[src/rtl/frg_pkg.sv]
package frg_pkg;
  localparam int FRG_RANGES     = 4;
  localparam int FRG_ADDR_W     = 32;
  localparam int FRG_BASE_W     = 16;
  localparam int FRG_IDX_W      = 8;
  localparam int FRG_OPC_W      = 8;
  localparam int FRG_CMD_LANES  = 4;
  localparam int FRG_CFG_W      = FRG_OPC_W * FRG_CMD_LANES;
  localparam int FRG_BASE_SHIFT = FRG_ADDR_W - FRG_BASE_W;
  localparam int FRG_SMALL_LOG2 = 12;
  localparam int FRG_LARGE_LOG2 = 16;

  // Entry field positions (decoded by the datapath)
  localparam int F_UNIT  = FRG_IDX_W;
  localparam int F_WP    = FRG_IDX_W + 1;
  localparam int F_RP    = FRG_IDX_W + 2;
  localparam int ENTRY_W = FRG_IDX_W + 3;

  // Configuration target codes
  localparam int CFG_ADDR_W = $clog2(FRG_RANGES + 3);
  localparam logic [CFG_ADDR_W-1:0] CFG_BASE = CFG_ADDR_W'(FRG_RANGES);
  localparam logic [CFG_ADDR_W-1:0] CFG_CMD  = CFG_ADDR_W'(FRG_RANGES + 1);
  localparam logic [CFG_ADDR_W-1:0] CFG_CLR  = CFG_ADDR_W'(FRG_RANGES + 2);

  typedef struct packed {
    logic [FRG_RANGES-1:0] entryWr;
    logic                  baseWr;
    logic                  cmdWr;
    logic                  violClr;
  } frgStrobe_t;
endpackage

[src/rtl/frg_ctrl.sv]
module frg_ctrl
  import frg_pkg::*;
(
  input  logic                  clk,
  input  logic                  rstN,
  input  logic                  cfgWrEn,
  input  logic [CFG_ADDR_W-1:0] cfgAddr,
  input  logic                  cfgClrBit,
  output frgStrobe_t            strb
);
  logic cmdLockedQ;

  always_comb begin
    strb = '0;
    for (int i = 0; i < FRG_RANGES; i++) begin
      strb.entryWr[i] = cfgWrEn && (cfgAddr == CFG_ADDR_W'(i));
    end
    strb.baseWr  = cfgWrEn && (cfgAddr == CFG_BASE);
    strb.cmdWr   = cfgWrEn && (cfgAddr == CFG_CMD) && !cmdLockedQ;
    strb.violClr = cfgWrEn && (cfgAddr == CFG_CLR) && cfgClrBit;
  end

  // Once the opcode register has taken a write, it stays locked until reset
  always_ff @(posedge clk) begin
    if (!rstN)           cmdLockedQ <= 1'b0;
    else if (strb.cmdWr) cmdLockedQ <= 1'b1;
  end
endmodule

[src/rtl/frg_datapath.sv]
module frg_datapath
  import frg_pkg::*;
(
  input  logic                  clk,
  input  logic                  rstN,
  input  frgStrobe_t            strb,
  input  logic [FRG_CFG_W-1:0]  cfgWrData,
  input  logic                  reqValid,
  input  logic [FRG_OPC_W-1:0]  reqOpcode,
  input  logic [FRG_ADDR_W-1:0] reqAddr,
  input  logic                  reqWrite,
  output logic                  respValid,
  output logic                  respDeny,
  output logic                  violation
);
  logic [FRG_BASE_W-1:0]    baseQ;
  logic [FRG_CFG_W-1:0]     cmdQ;
  logic [FRG_ADDR_W-1:0]    windowBase;
  logic [FRG_ADDR_W-1:0]    offset;
  logic                     aboveBase;
  logic [FRG_RANGES-1:0]    entryDeny;
  logic [FRG_CMD_LANES-1:0] laneHit;
  logic                     denyNext;
  logic                     violQ;
  logic                     cmdSeenQ;

  always_ff @(posedge clk) begin
    if (!rstN)            baseQ <= '0;
    else if (strb.baseWr) baseQ <= cfgWrData[FRG_BASE_W-1:0];
  end

  always_ff @(posedge clk) begin
    if (!rstN)           cmdQ <= '0;
    else if (strb.cmdWr) cmdQ <= cfgWrData;
  end

  assign windowBase = {baseQ, {FRG_BASE_SHIFT{1'b0}}};
  assign offset     = reqAddr - windowBase;
  assign aboveBase  = reqAddr >= windowBase;

  for (genvar g = 0; g < FRG_RANGES; g++) begin : gEntry
    logic [ENTRY_W-1:0]    eQ;
    logic [FRG_ADDR_W-1:0] blkNum;
    logic                  hit;
    logic                  dirOk;

    always_ff @(posedge clk) begin
      if (!rstN)                eQ <= '0;
      else if (strb.entryWr[g]) eQ <= cfgWrData[ENTRY_W-1:0];
    end

    assign blkNum = eQ[F_UNIT] ? (offset >> FRG_LARGE_LOG2) : (offset >> FRG_SMALL_LOG2);
    assign hit    = (eQ != '0) && aboveBase && (blkNum == FRG_ADDR_W'(eQ[FRG_IDX_W-1:0]));
    assign dirOk  = reqWrite ? eQ[F_WP] : eQ[F_RP];
    assign entryDeny[g] = hit && dirOk;
  end

  for (genvar l = 0; l < FRG_CMD_LANES; l++) begin : gLane
    logic [FRG_OPC_W-1:0] laneVal;
    assign laneVal    = cmdQ[l*FRG_OPC_W +: FRG_OPC_W];
    assign laneHit[l] = (laneVal != '0) && (laneVal == reqOpcode);
  end

  assign denyNext = reqValid && (|entryDeny) && (|laneHit);

  always_ff @(posedge clk) begin
    if (!rstN) begin
      respValid <= 1'b0;
      respDeny  <= 1'b0;
      violQ     <= 1'b0;
    end else begin
      respValid <= reqValid;
      respDeny  <= denyNext;
      if (denyNext)          violQ <= 1'b1;
      else if (strb.violClr) violQ <= 1'b0;
    end
  end

  assign violation = violQ;

  // Assertion-only record of the first opcode-register write
  always_ff @(posedge clk) begin
    if (!rstN)           cmdSeenQ <= 1'b0;
    else if (strb.cmdWr) cmdSeenQ <= 1'b1;
  end

  AST_RESP_AFTER_REQ: assert property (@(posedge clk) disable iff (!rstN) reqValid |=> respValid);
  AST_IDLE_QUIET: assert property (@(posedge clk) disable iff (!rstN) !reqValid |=> (!respValid && !respDeny));
  AST_DENY_MARKS_VIOL: assert property (@(posedge clk) disable iff (!rstN) respDeny |-> violQ);
  AST_VIOL_STICKY: assert property (@(posedge clk) disable iff (!rstN) (violQ && !strb.violClr) |=> violQ);
  AST_CMD_ONCE: assert property (@(posedge clk) disable iff (!rstN) cmdSeenQ |-> !strb.cmdWr);
  AST_CMD_FROZEN: assert property (@(posedge clk) disable iff (!rstN) cmdSeenQ |=> $stable(cmdQ));
endmodule

[src/rtl/flash_range_guard.sv]
module flash_range_guard
  import frg_pkg::*;
(
  input  logic                  clk,
  input  logic                  rstN,
  input  logic                  cfgWrEn,
  input  logic [CFG_ADDR_W-1:0] cfgAddr,
  input  logic [FRG_CFG_W-1:0]  cfgWrData,
  input  logic                  reqValid,
  input  logic [FRG_OPC_W-1:0]  reqOpcode,
  input  logic [FRG_ADDR_W-1:0] reqAddr,
  input  logic                  reqWrite,
  output logic                  respValid,
  output logic                  respDeny,
  output logic                  violation
);
  frgStrobe_t strb;

  frg_ctrl u_ctrl (
    .clk       (clk),
    .rstN      (rstN),
    .cfgWrEn   (cfgWrEn),
    .cfgAddr   (cfgAddr),
    .cfgClrBit (cfgWrData[0]),
    .strb      (strb)
  );

  frg_datapath u_dp (
    .clk       (clk),
    .rstN      (rstN),
    .strb      (strb),
    .cfgWrData (cfgWrData),
    .reqValid  (reqValid),
    .reqOpcode (reqOpcode),
    .reqAddr   (reqAddr),
    .reqWrite  (reqWrite),
    .respValid (respValid),
    .respDeny  (respDeny),
    .violation (violation)
  );
endmodule

[config.mk]
export PLATFORM = sky130hd
export DESIGN_NAME = flash_range_guard
export DESIGN_NICKNAME = d
export VERILOG_FILES = /design/src/rtl/frg_pkg.sv /design/src/rtl/frg_ctrl.sv /design/src/rtl/frg_datapath.sv /design/src/rtl/flash_range_guard.sv
export SDC_FILE = /design/constraint.sdc
export NUM_CORES = 1
export LEC_CHECK = 0
export CORE_ASPECT_RATIO = 0.75
export CORE_MARGIN = 2
export CORE_UTILIZATION = 40
export CTS_BUF_LIST = sky130_fd_sc_hd__clkbuf_4 sky130_fd_sc_hd__clkbuf_8 sky130_fd_sc_hd__clkbuf_16
export DETAILED_ROUTE_END_ITERATION = 16
export SYNTH_ARGS = -nofsm -noshare
export SYNTH_HDL_FRONTEND = slang
export SYNTH_SLANG_ARGS = --single-unit
export TNS_END_PERCENT = 10
[constraint.sdc]
create_clock -name clk -period 4.1 [get_ports clk]
set_input_delay 0.615 -clock clk [delete_from_list [all_inputs] [get_ports clk]]
set_output_delay 0.615 -clock clk [all_outputs]
set_load 0.01 [all_outputs]
* Yosys cells after proc, flatten, opt, wreduce, memory -nomap -nowiden
Cells that the tools add are included.
Widths: inputs -> output; s select.
** Storage, ports and cells
- Flip-flop bits (word level) :: 96
- Bits of input ports :: 80
- Output and inout bits :: 3
- Logic and storage cells :: 76
** Cells by class
- $add $sub $neg :: 1
- Order comparisons :: 1
- Equal/unequal tests :: 14
- Mux-type cells :: 10
- Reduce and logical (&&, ||, !) cells :: 40
** Operators with widths (count)
- $eq 32x8->1 :: 4
- $mux 20 :: 4
- $reduce_bool 11->1 :: 4
- $eq 8x8->1 :: 4
- $ge 32x32->1 :: 1
- $reduce_bool 8->1 :: 4
- $sub 32x32->32 :: 1
- $logic_and 1x1->1 :: 27
- $eq 3x3->1 const B :: 3
- $reduce_or 4->1 :: 2
- $eq 3x2->1 const B :: 2
- $mux 1 :: 6
- $eq 3x1->1 const B :: 1
- $logic_not 3->1 :: 1
- $reduce_bool 2->1 :: 1
- $logic_not 1->1 :: 1

* Logic depth before layout (Yosys ltp)
Gate-level depths: netlist of run 1.
- Word-level depth :: 9
- Depth in mapped cells :: 13
- Gate-level depth less buffers :: 12

* Cells and area by module
From an unflattened synthesis of run 1, not the netlist that was laid out.
** Unflattened totals
- Cells, all modules :: 731
- Area total of the unflattened synthesis :: 6497.5 µm²
** Modules (own cells, without submodules)
- frg_datapath :: instances 1, cells each 717, area each 6399.9 µm², seq. area each 1901.8 µm²
- frg_ctrl :: instances 1, cells each 14, area each 97.6 µm², seq. area each 20.0 µm²

* Worst setup path before layout of run 1
Ideal clock, no wire load.
- Path kind :: input -> register
- From :: input port reqAddr[16]
- To :: register u_dp.violQ (netlist: u_dp.violation)
- Library setup time :: 116 ps
- Data arrival time :: 3239 ps
- Required time :: 3984 ps
- Setup slack :: 746 ps
- Stages :: 12
- Buffers on the path :: 0
- Path through :: inv_1 ha_1 fa_1 nand2b_1 a211oi_4 mux2_4 o211ai_2 inv_1 a221oi_2 a2111oi_0 o41a_1 a31o_1
** On the way
- Longest elaborated chain between the ends :: 9
- Elaborated cells on any way between the ends :: 27
- Classes of those cells :: add/sub: 1; order compare: 1; eq/ne: 4; mux: 5; reduce/logical: 16
** Ends and longest elaborated chain
- from (decl) :: line flash_range_guard.sv:11 : input logic [FRG_ADDR_W-1:0] reqAddr,
- $sub 32x32->32 :: line frg_datapath.sv:38 : assign offset = reqAddr - windowBase;
- $mux 20 :: line frg_datapath.sv:52 : assign blkNum = eQ[F_UNIT] ? (offset >> FRG_LARGE_LOG2) : (offset >> FRG_SMALL_LOG2);
- $eq 32x8->1 :: line frg_datapath.sv:53 : assign hit = (eQ != '0) && aboveBase && (blkNum == FRG_ADDR_W'(eQ[FRG_IDX_W-1:0]));
- $logic_and 1x1->1 :: line frg_datapath.sv:53
- $logic_and 1x1->1 :: line frg_datapath.sv:55 : assign entryDeny[g] = hit && dirOk;
- $reduce_or 4->1 (*) :: line frg_datapath.sv:64 : assign denyNext = reqValid && (|entryDeny) && (|laneHit);
- $logic_and 1x1->1 (*) (2 in series) :: line frg_datapath.sv:64
- $mux 1 or $reduce_bool 2->1 (tied branches)
- to (signal assigned) :: line frg_datapath.sv:70 : violQ <= 1'b0;
- to (signal assigned) :: line frg_datapath.sv:74 : if (denyNext) violQ <= 1'b1;
- to (signal assigned) :: line frg_datapath.sv:75 : else if (strb.violClr) violQ <= 1'b0;
- to (decl) :: line frg_datapath.sv:24 : logic violQ;
Every way passes the cells marked *; elsewhere a longest branch is shown, timed or not.
A chain may end at the register's enable or synchronous reset.

* Worst setup path in the final report of run 1
Ends and elaborated chain as after synthesis.

==> results of run 1 <==
-- layout make-up --
| class | count | area, um2 | share of cell area (%) |
|---|---|---|---|
| multi-input cells | 624 | 3890 | 52.4 |
| flip-flops and latches | 96 | 1920 | 25.9 |
| repair buffers | 96 | 921 | 12.4 |
| well taps | 205 | 256 | 3.45 |
| clock buffers | 11 | 253 | 3.40 |
| inverters | 33 | 124 | 1.67 |
| clock inverters | 5 | 60.1 | 0.809 |
-- worst max-delay path by stage --
stage / to / slack (ns)
5_1_grt: u_dp.violation$_SDFFE_PN0P_ / 0.30
4_1_cts: u_dp.violation$_SDFFE_PN0P_ / 0.55
6_report: u_dp.violation$_SDFFE_PN0P_ / 0.51
3_3_place_gp: u_dp.violation$_SDFFE_PN0P_ / 0.21
2_1_floorplan: u_dp.violation$_SDFFE_PN0P_ / 0.75
3_5_place_dp: u_dp.violation$_SDFFE_PN0P_ / 0.18
-- state kept, by name, indices dropped and copies added (netlist names) --
signal and flops:
u_dp.baseQ 16, u_dp.gEntry.eQ 44, u_dp.respValid 1, u_dp.respDeny 1
u_dp.violation 1, u_dp.cmdQ 32, u_ctrl.cmdLockedQ 1
-- metrics by stage --
stage                     worst slack (ns)  instances  area, um2
after global placement               0.206       1054       7110
after global routing                 0.302       1070       7430
after detailed placement             0.180       1054       7110
after CTS                            0.552       1070       7430
final                                0.513       1070       7430
after floorplan                      0.746        795       6100
-- layout by cell type, fill, tap and decap left out, types with 17 or more instances in the layout --
cell and instances:
sky130_fd_sc_hd__nor2_1 41, sky130_fd_sc_hd__dfxtp_1 96, sky130_fd_sc_hd__xor2_1 46, sky130_fd_sc_hd__inv_1 33, sky130_fd_sc_hd__ha_1 17, sky130_fd_sc_hd__a21oi_1 29
sky130_fd_sc_hd__xnor2_1 18, sky130_fd_sc_hd__clkdlybuf4s50_1 81, sky130_fd_sc_hd__nand2_1 205, sky130_fd_sc_hd__a21boi_0 92
-- kinds of logic after synthesis --
family                     Yosys count  share of synthesized area [%]
AOI/OAI and AO/OA                  195                           23.6
and+or+nand+nor                    327                           23.2
muxes                               18                           3.10
adders and majority gates           18                           3.81
buffers and inverters               75                           4.88
DFF                                 96                           31.5
xor gates and xnor gates            66                           9.91
-- critical path: stages --
cell	delay [ns]
sky130_fd_sc_hd__clkdlybuf4s50_1	0.45
sky130_fd_sc_hd__inv_1	0.06
sky130_fd_sc_hd__ha_1	0.20
sky130_fd_sc_hd__fa_1	0.38
sky130_fd_sc_hd__nand2b_1	0.20
sky130_fd_sc_hd__a211oi_4	0.39
sky130_fd_sc_hd__o21ai_0	0.16
sky130_fd_sc_hd__a21oi_1	0.21
sky130_fd_sc_hd__nand3_1	0.09
sky130_fd_sc_hd__a2111oi_0	0.32
sky130_fd_sc_hd__nor4b_1	0.45
sky130_fd_sc_hd__o41a_1	0.25
sky130_fd_sc_hd__a31o_1	0.09
-- per-layer routing --
metal	track usage, %	up-vias	part of all wire [%]
met5	0	-	0
met4	4.72	0	0.87
met3	5.19	13	6.2
met2	34.0	176	42
met1	34.2	2687	51
li1	-	2852	-
-- where the power goes --
part           total, W  internal, W  switching (W)
logic          0.000450     0.000206       0.000244
registers      0.000972     0.000952      0.0000201
clock network  0.000897     0.000510       0.000387
total           0.00232      0.00167       0.000652
==> parameters.txt, run 1 <==
Parameter                              Value

Outcome
  Outcome    finished, final reports clean

Timing
  Pin slew with the least headroom to its limit    1.07 ns
  Hold slack final    0.465 ns
  Worst rel slew slack    28.4%
  Number of pins with negative max-slew slack in the final report    0
  Aggregate negative setup slack    0 ns
  Setup violators final    0
  Count of final hold-check violations    0
  Highest Clock Rate    279 MHz
  Period utilization    87.5%
  Unrepaired setup endpoints after global routing    false
  Layout Skew    0.00719 ns
  Shortest clock period the worst path allows after layout    3.59 ns

Setup path
  Maximum fanout along the worst path    6
  Path depth of the worst reg2reg path    11
  Startpoint type of the worst setup path    primary input
  Startpoint of the worst-slack reg-to-reg timing path    u_dp.baseQ[0]$_SDFFE_PN0P_
  R2r endpoint    u_dp.violation$_SDFFE_PN0P_
  WP data arrival    3.89 ns
  Startpoint of the worst setup timing path    reqAddr[16]
  Worst endpoint required time    4.40 ns
  Class of the most critical setup path    in2reg
  Worst reg2reg setup slack    0.88 ns
  Crit end category    register

Layout
  Area growth from synthesis to layout    21.7%
  Antenna diode instance count    0
  Layout cell share with drive strength beyond 1    6.36%
  NumNets Final    958
  Core Util, Final    49.3%
  Filler cells    1499

Synthesis
  Library cell occupying the most area in the post-synthesis netlist    sky130_fd_sc_hd__dfxtp_1
  Most used flip-flop cell after synthesis    sky130_fd_sc_hd__dfxtp_1
  Number of enable-type register cells in the synthesized netlist    0
  Sequential-to-total area share from yosys stat    31.5%
  Mapped Nets    893
  Synthesis-stage register bit count    96
  Portion of synthesized cell area occupied by the leading cell type    31.5%
  Mean instance size in the synthesized netlist    7.67 um2
  Leading cell types by total area after synthesis    sky130_fd_sc_hd__dfxtp_1 32%, sky130_fd_sc_hd__nand2_1 13%, sky130_fd_sc_hd__a21boi_0 11%, sky130_fd_sc_hd__xor2_1 6.6%, sky130_fd_sc_hd__ha_1 3.5%
  Synth top cells by count    205 x sky130_fd_sc_hd__nand2_1, 96 x sky130_fd_sc_hd__dfxtp_1, 92 x sky130_fd_sc_hd__a21boi_0
  Share of synthesized flip-flops with an asynchronous set or reset    0%
  Number of distinct standard cells referenced by the synthesized netlist    64
  Mapped Area    6100 um2
  Most numerous cell in the Yosys netlist    sky130_fd_sc_hd__nand2_1
  Synth Warn #    0
  Cell count after synthesis    795

Detailed routing
  Post-detailed-route count of antenna-violating nets    0
  Initial DRC count    404
  Number of design rule violations left after detail routing    0
  Routed via count    5728
  First-pass iteration count of the detailed router    5
  Routed WL per cell    17.2 um
  Total Routed Length    18.4 mm
  Routed via count divided by cell count    5.35

Clock tree
  CTS Buf Count    9
  Clock latency reported for the late side of the worst-skew pair    0.36 ns
  CTS Root Buffer Type    sky130_fd_sc_hd__clkbuf_16
  Clock sink count    96
  TritonCTS clock tree    done
  Max clock buf depth    2
  Clock-pin transition on the worst setup and hold timing paths    0.06 ns
  CTS H-tree lvls    3
  Number of hold-repair buffers added at the cts stage    0
  Number of gates resized after cts    0
  Setup fix buffers added after clock tree synthesis    0

Floorplan
  Num rows    39
  I/O pin total    83
  Overall die area    16300 um2
  Initial core utilization    40.5%
  Overall die height    111 um
  Placeable core area    15100 um2
  Die width    147 um

Power
  Post-layout power    0.00232 W
  Leak pwr    2.64 nW
  Maximum VDD drop    0.212 mV
  Areal power density over the cells    312 nW/um2

Place
  Gp weighted congestion    0.935
  HPWL after DPL    13.8 mm
  Count of buffers inserted at the top-level ports    82

Run
  Number of maximum-capacitance violations    0

Global routing
  Overflow left after global routing    0
  Global-route wire length before repair    29.3 mm
  Antenna violations before repair    0
  Largest net degree at the start of global routing    95
  Total routing usage reported by global routing    23.0%
  Vias in the first global route    5437

Min path
  Path category of the worst min-delay check    reg2reg
  Startpoint of the worst hold path    u_dp.baseQ[12]$_SDFFE_PN0P_
  Worst Hold Path EP    u_dp.baseQ[12]$_SDFFE_PN0P_
  Hold path cells    2
Note: power is estimated with default switching activity, not from simulation.
==> run 2: changes to the inputs <==
--- a/config.mk
+++ b/config.mk
@@ -10,6 +10,7 @@
 export CORE_UTILIZATION = 40
 export CTS_BUF_LIST = sky130_fd_sc_hd__clkbuf_4 sky130_fd_sc_hd__clkbuf_8 sky130_fd_sc_hd__clkbuf_16
 export DETAILED_ROUTE_END_ITERATION = 16
+export SLEW_MARGIN = 20
 export SYNTH_ARGS = -nofsm -noshare
 export SYNTH_HDL_FRONTEND = slang
 export SYNTH_SLANG_ARGS = --single-unit
==> run 2 against run 1 <==
Register-to-register slack about the same. Final area about the same. Setup slack is the same. Fmax is the same. Largest power group unchanged. Highest routed layer unchanged.
==> parameters.txt, run 2 (same netlist as run 1, synthesis figures left out) <==
Parameter                              Value

Clock tree
  Number of hold-repair buffers added at the cts stage    0 (unchanged)
  Setup fix buffers added after clock tree synthesis    0 (unchanged)
  CTS H-tree lvls    3 (unchanged)
  Max clock buf depth    2 (unchanged)
  TritonCTS clock tree    done (unchanged)
  Clock latency reported for the late side of the worst-skew pair    0.36 ns (about the same)
  Clock-pin transition on the worst setup and hold timing paths    0.06 ns (about the same)
  CTS Root Buffer Type    sky130_fd_sc_hd__clkbuf_16 (unchanged)
  CTS Buf Count    9 (unchanged)
  Clock sink count    96 (unchanged)
  Number of gates resized after cts    0 (unchanged)

Setup path
  Class of the most critical setup path    in2reg (unchanged)
  Startpoint type of the worst setup path    primary input (unchanged)
  Maximum fanout along the worst path    6 (unchanged)
  Crit end category    register (unchanged)
  Dominant delay contributor by cell family on the critical path    compound AO/OA/AOI/OAI gates (unchanged)
  WP data arrival    3.89 ns (about the same)
  Critical path buffer and inverter count    2 (unchanged)
  Longest individual stage delay on the worst path    0.45 ns (about the same)
  Worst endpoint required time    4.40 ns (about the same)
  Slowest cell on the critical path    sky130_fd_sc_hd__clkdlybuf4s50_1 (unchanged)
  Critical path, cell by cell    clkdlybuf4s50_1 -> inv_1 -> ha_1 -> fa_1 -> nand2b_1 -> a211oi_4 -> o21ai_0 -> a21oi_1 -> nand3_1 -> a2111oi_0 -> nor4b_1 -> o41a_1 -> a31o_1 (unchanged)

Detailed routing
  First-pass iteration count of the detailed router    5 (unchanged)
  Routed via count    5728 (unchanged)
  Routed WL per cell    17.2 um (unchanged)
  Number of design rule violations left after detail routing    0 (unchanged)
  Total Routed Length    18.4 mm (unchanged)
  Routed via count divided by cell count    5.35 (unchanged)
  Initial DRC count    404 (unchanged)
  Post-detailed-route count of antenna-violating nets    0 (unchanged)

Floorplan
  Overall die height    111 um (unchanged)
  Overall die area    16300 um2 (unchanged)
  Die width    147 um (unchanged)
  I/O pin total    83 (unchanged)
  Placeable core area    15100 um2 (unchanged)
  Initial core utilization    40.5% (unchanged)
  Num rows    39 (unchanged)

Power
  Post-layout power    0.00232 W (about the same)
  Areal power density over the cells    312 nW/um2 (about the same)
  Maximum VDD drop    0.212 mV (unchanged)
  Leak pwr    2.64 nW (about the same)

Timing
  Worst rel slew slack    41.8% (was 28.4%)
  Aggregate negative setup slack    0 ns (unchanged)
  Count of final hold-check violations    0 (unchanged)
  Unrepaired setup endpoints after global routing    false (unchanged)
  Layout Skew    0.00719 ns (unchanged)
  Highest Clock Rate    279 MHz (unchanged)
  Hold slack final    0.465 ns (unchanged)
  Period utilization    87.5% (unchanged)
  Number of pins with negative max-slew slack in the final report    0 (unchanged)
  Setup violators final    0 (unchanged)
  Shortest clock period the worst path allows after layout    3.59 ns (unchanged)
  Pin slew with the least headroom to its limit    0.870 ns (was 1.07 ns)

Layout
  Reg with most FFs    u_dp.gEntry.eQ (unchanged)
  Layout cell share with drive strength beyond 1    6.47% (was 6.36%)
  Area growth from synthesis to layout    21.8% (was 21.7%)
  Core Util, Final    49.3% (about the same)
  NumNets Final    958 (unchanged)
  Most frequent cells in the layout    205 x sky130_fd_sc_hd__nand2_1, 96 x sky130_fd_sc_hd__dfxtp_1, 92 x sky130_fd_sc_hd__a21boi_0, 81 x sky130_fd_sc_hd__clkdlybuf4s50_1, 46 x sky130_fd_sc_hd__xor2_1 (unchanged)
  Antenna diode instance count    0 (unchanged)
  Flip-flop count of the largest register, all copies and words added    44 (unchanged)
  Regs by FF count    u_dp.gEntry.eQ x44, u_dp.cmdQ x32, u_dp.baseQ x16 (unchanged)
  Most common cell after layout, fill and taps aside    sky130_fd_sc_hd__nand2_1 (unchanged)

Run
  Number of maximum-capacitance violations    0 (unchanged)

Global routing
  Largest net degree at the start of global routing    95 (unchanged)
  Global-route wire length before repair    29.3 mm (unchanged)
  Antenna violations before repair    0 (unchanged)
  Overflow left after global routing    0 (unchanged)
  Vias in the first global route    5437 (unchanged)
  Total routing usage reported by global routing    23.0% (unchanged)

Outcome
  Outcome    finished, final reports clean (unchanged)

Place
  HPWL after DPL    13.8 mm (unchanged)
  Gp weighted congestion    0.935 (unchanged)
  Count of buffers inserted at the top-level ports    82 (unchanged)

Min path
  Path category of the worst min-delay check    reg2reg (unchanged)
==> run 2: metal layers <==
layer	GRT usage, %	wire (um)	share of wire [%]	vias to the layer above
li1	-	-	-	2852
met1	34.2	9340	51	2687
met2	34.0	7770	42	176
met3	5.19	1130	6.2	13
met4	4.72	161	0.87	0
met5	0	0	0	-
==> run 2: power by group <==
| group | leakage [nW] | switching, W | internal, W |
|---|---|---|---|
| Sequential | 0.777 | 0.0000201 | 0.000952 |
| Clock | 0.153 | 0.000387 | 0.000510 |
| Combinational | 1.71 | 0.000244 | 0.000206 |
| Total | 2.64 | 0.000652 | 0.00167 |
==> run 2: layout make-up <==
type                    instances  area [um2]
flip-flops and latches         96        1920
fillers                      1498        7650
repair buffers                 96         921
inverters                      33         124
multi-input cells             624        3890
clock inverters                 5        60.1
clock buffers                  11         253
well taps                     205         256
==> run 2: stage by stage <==
| step | setup WS, ns | std cells | area, um2 |
|---|---|---|---|
| 6_report | 0.513 | 1070 | 7430 |
| 5_1_grt | 0.302 | 1070 | 7430 |
| 4_1_cts | 0.552 | 1070 | 7430 |
| 3_5_place_dp | 0.180 | 1054 | 7110 |
| 3_3_place_gp | 0.206 | 1054 | 7110 |
| 2_1_floorplan | 0.746 | 795 | 6100 |
==> run 2: path summary, 6_finish.rpt <==
path | startpoint | endpoint | slack (ns) | depth (start not counted)
max | reqAddr[16] | u_dp.violation$_SDFFE_PN0P_ | 0.51 | 13
min | u_dp.baseQ[12]$_SDFFE_PN0P_ | u_dp.baseQ[12]$_SDFFE_PN0P_ | 0.47 | 2
max reg2reg | u_dp.baseQ[0]$_SDFFE_PN0P_ | u_dp.violation$_SDFFE_PN0P_ | 0.88 | 11
min reg2reg | u_dp.baseQ[12]$_SDFFE_PN0P_ | u_dp.baseQ[12]$_SDFFE_PN0P_ | 0.47 | 2
==> run 2: worst reg2reg max path, stage by stage (launching register included) <==
cell and delay [ns]:
sky130_fd_sc_hd__dfxtp_1 0.38, sky130_fd_sc_hd__ha_1 0.22, sky130_fd_sc_hd__fa_1 0.38, sky130_fd_sc_hd__nand2b_1 0.20, sky130_fd_sc_hd__a211oi_4 0.39, sky130_fd_sc_hd__o21ai_0 0.17
sky130_fd_sc_hd__a21oi_1 0.21, sky130_fd_sc_hd__nand3_1 0.09, sky130_fd_sc_hd__a2111oi_0 0.32, sky130_fd_sc_hd__nor4b_1 0.45, sky130_fd_sc_hd__o41a_1 0.25, sky130_fd_sc_hd__a31o_1 0.09
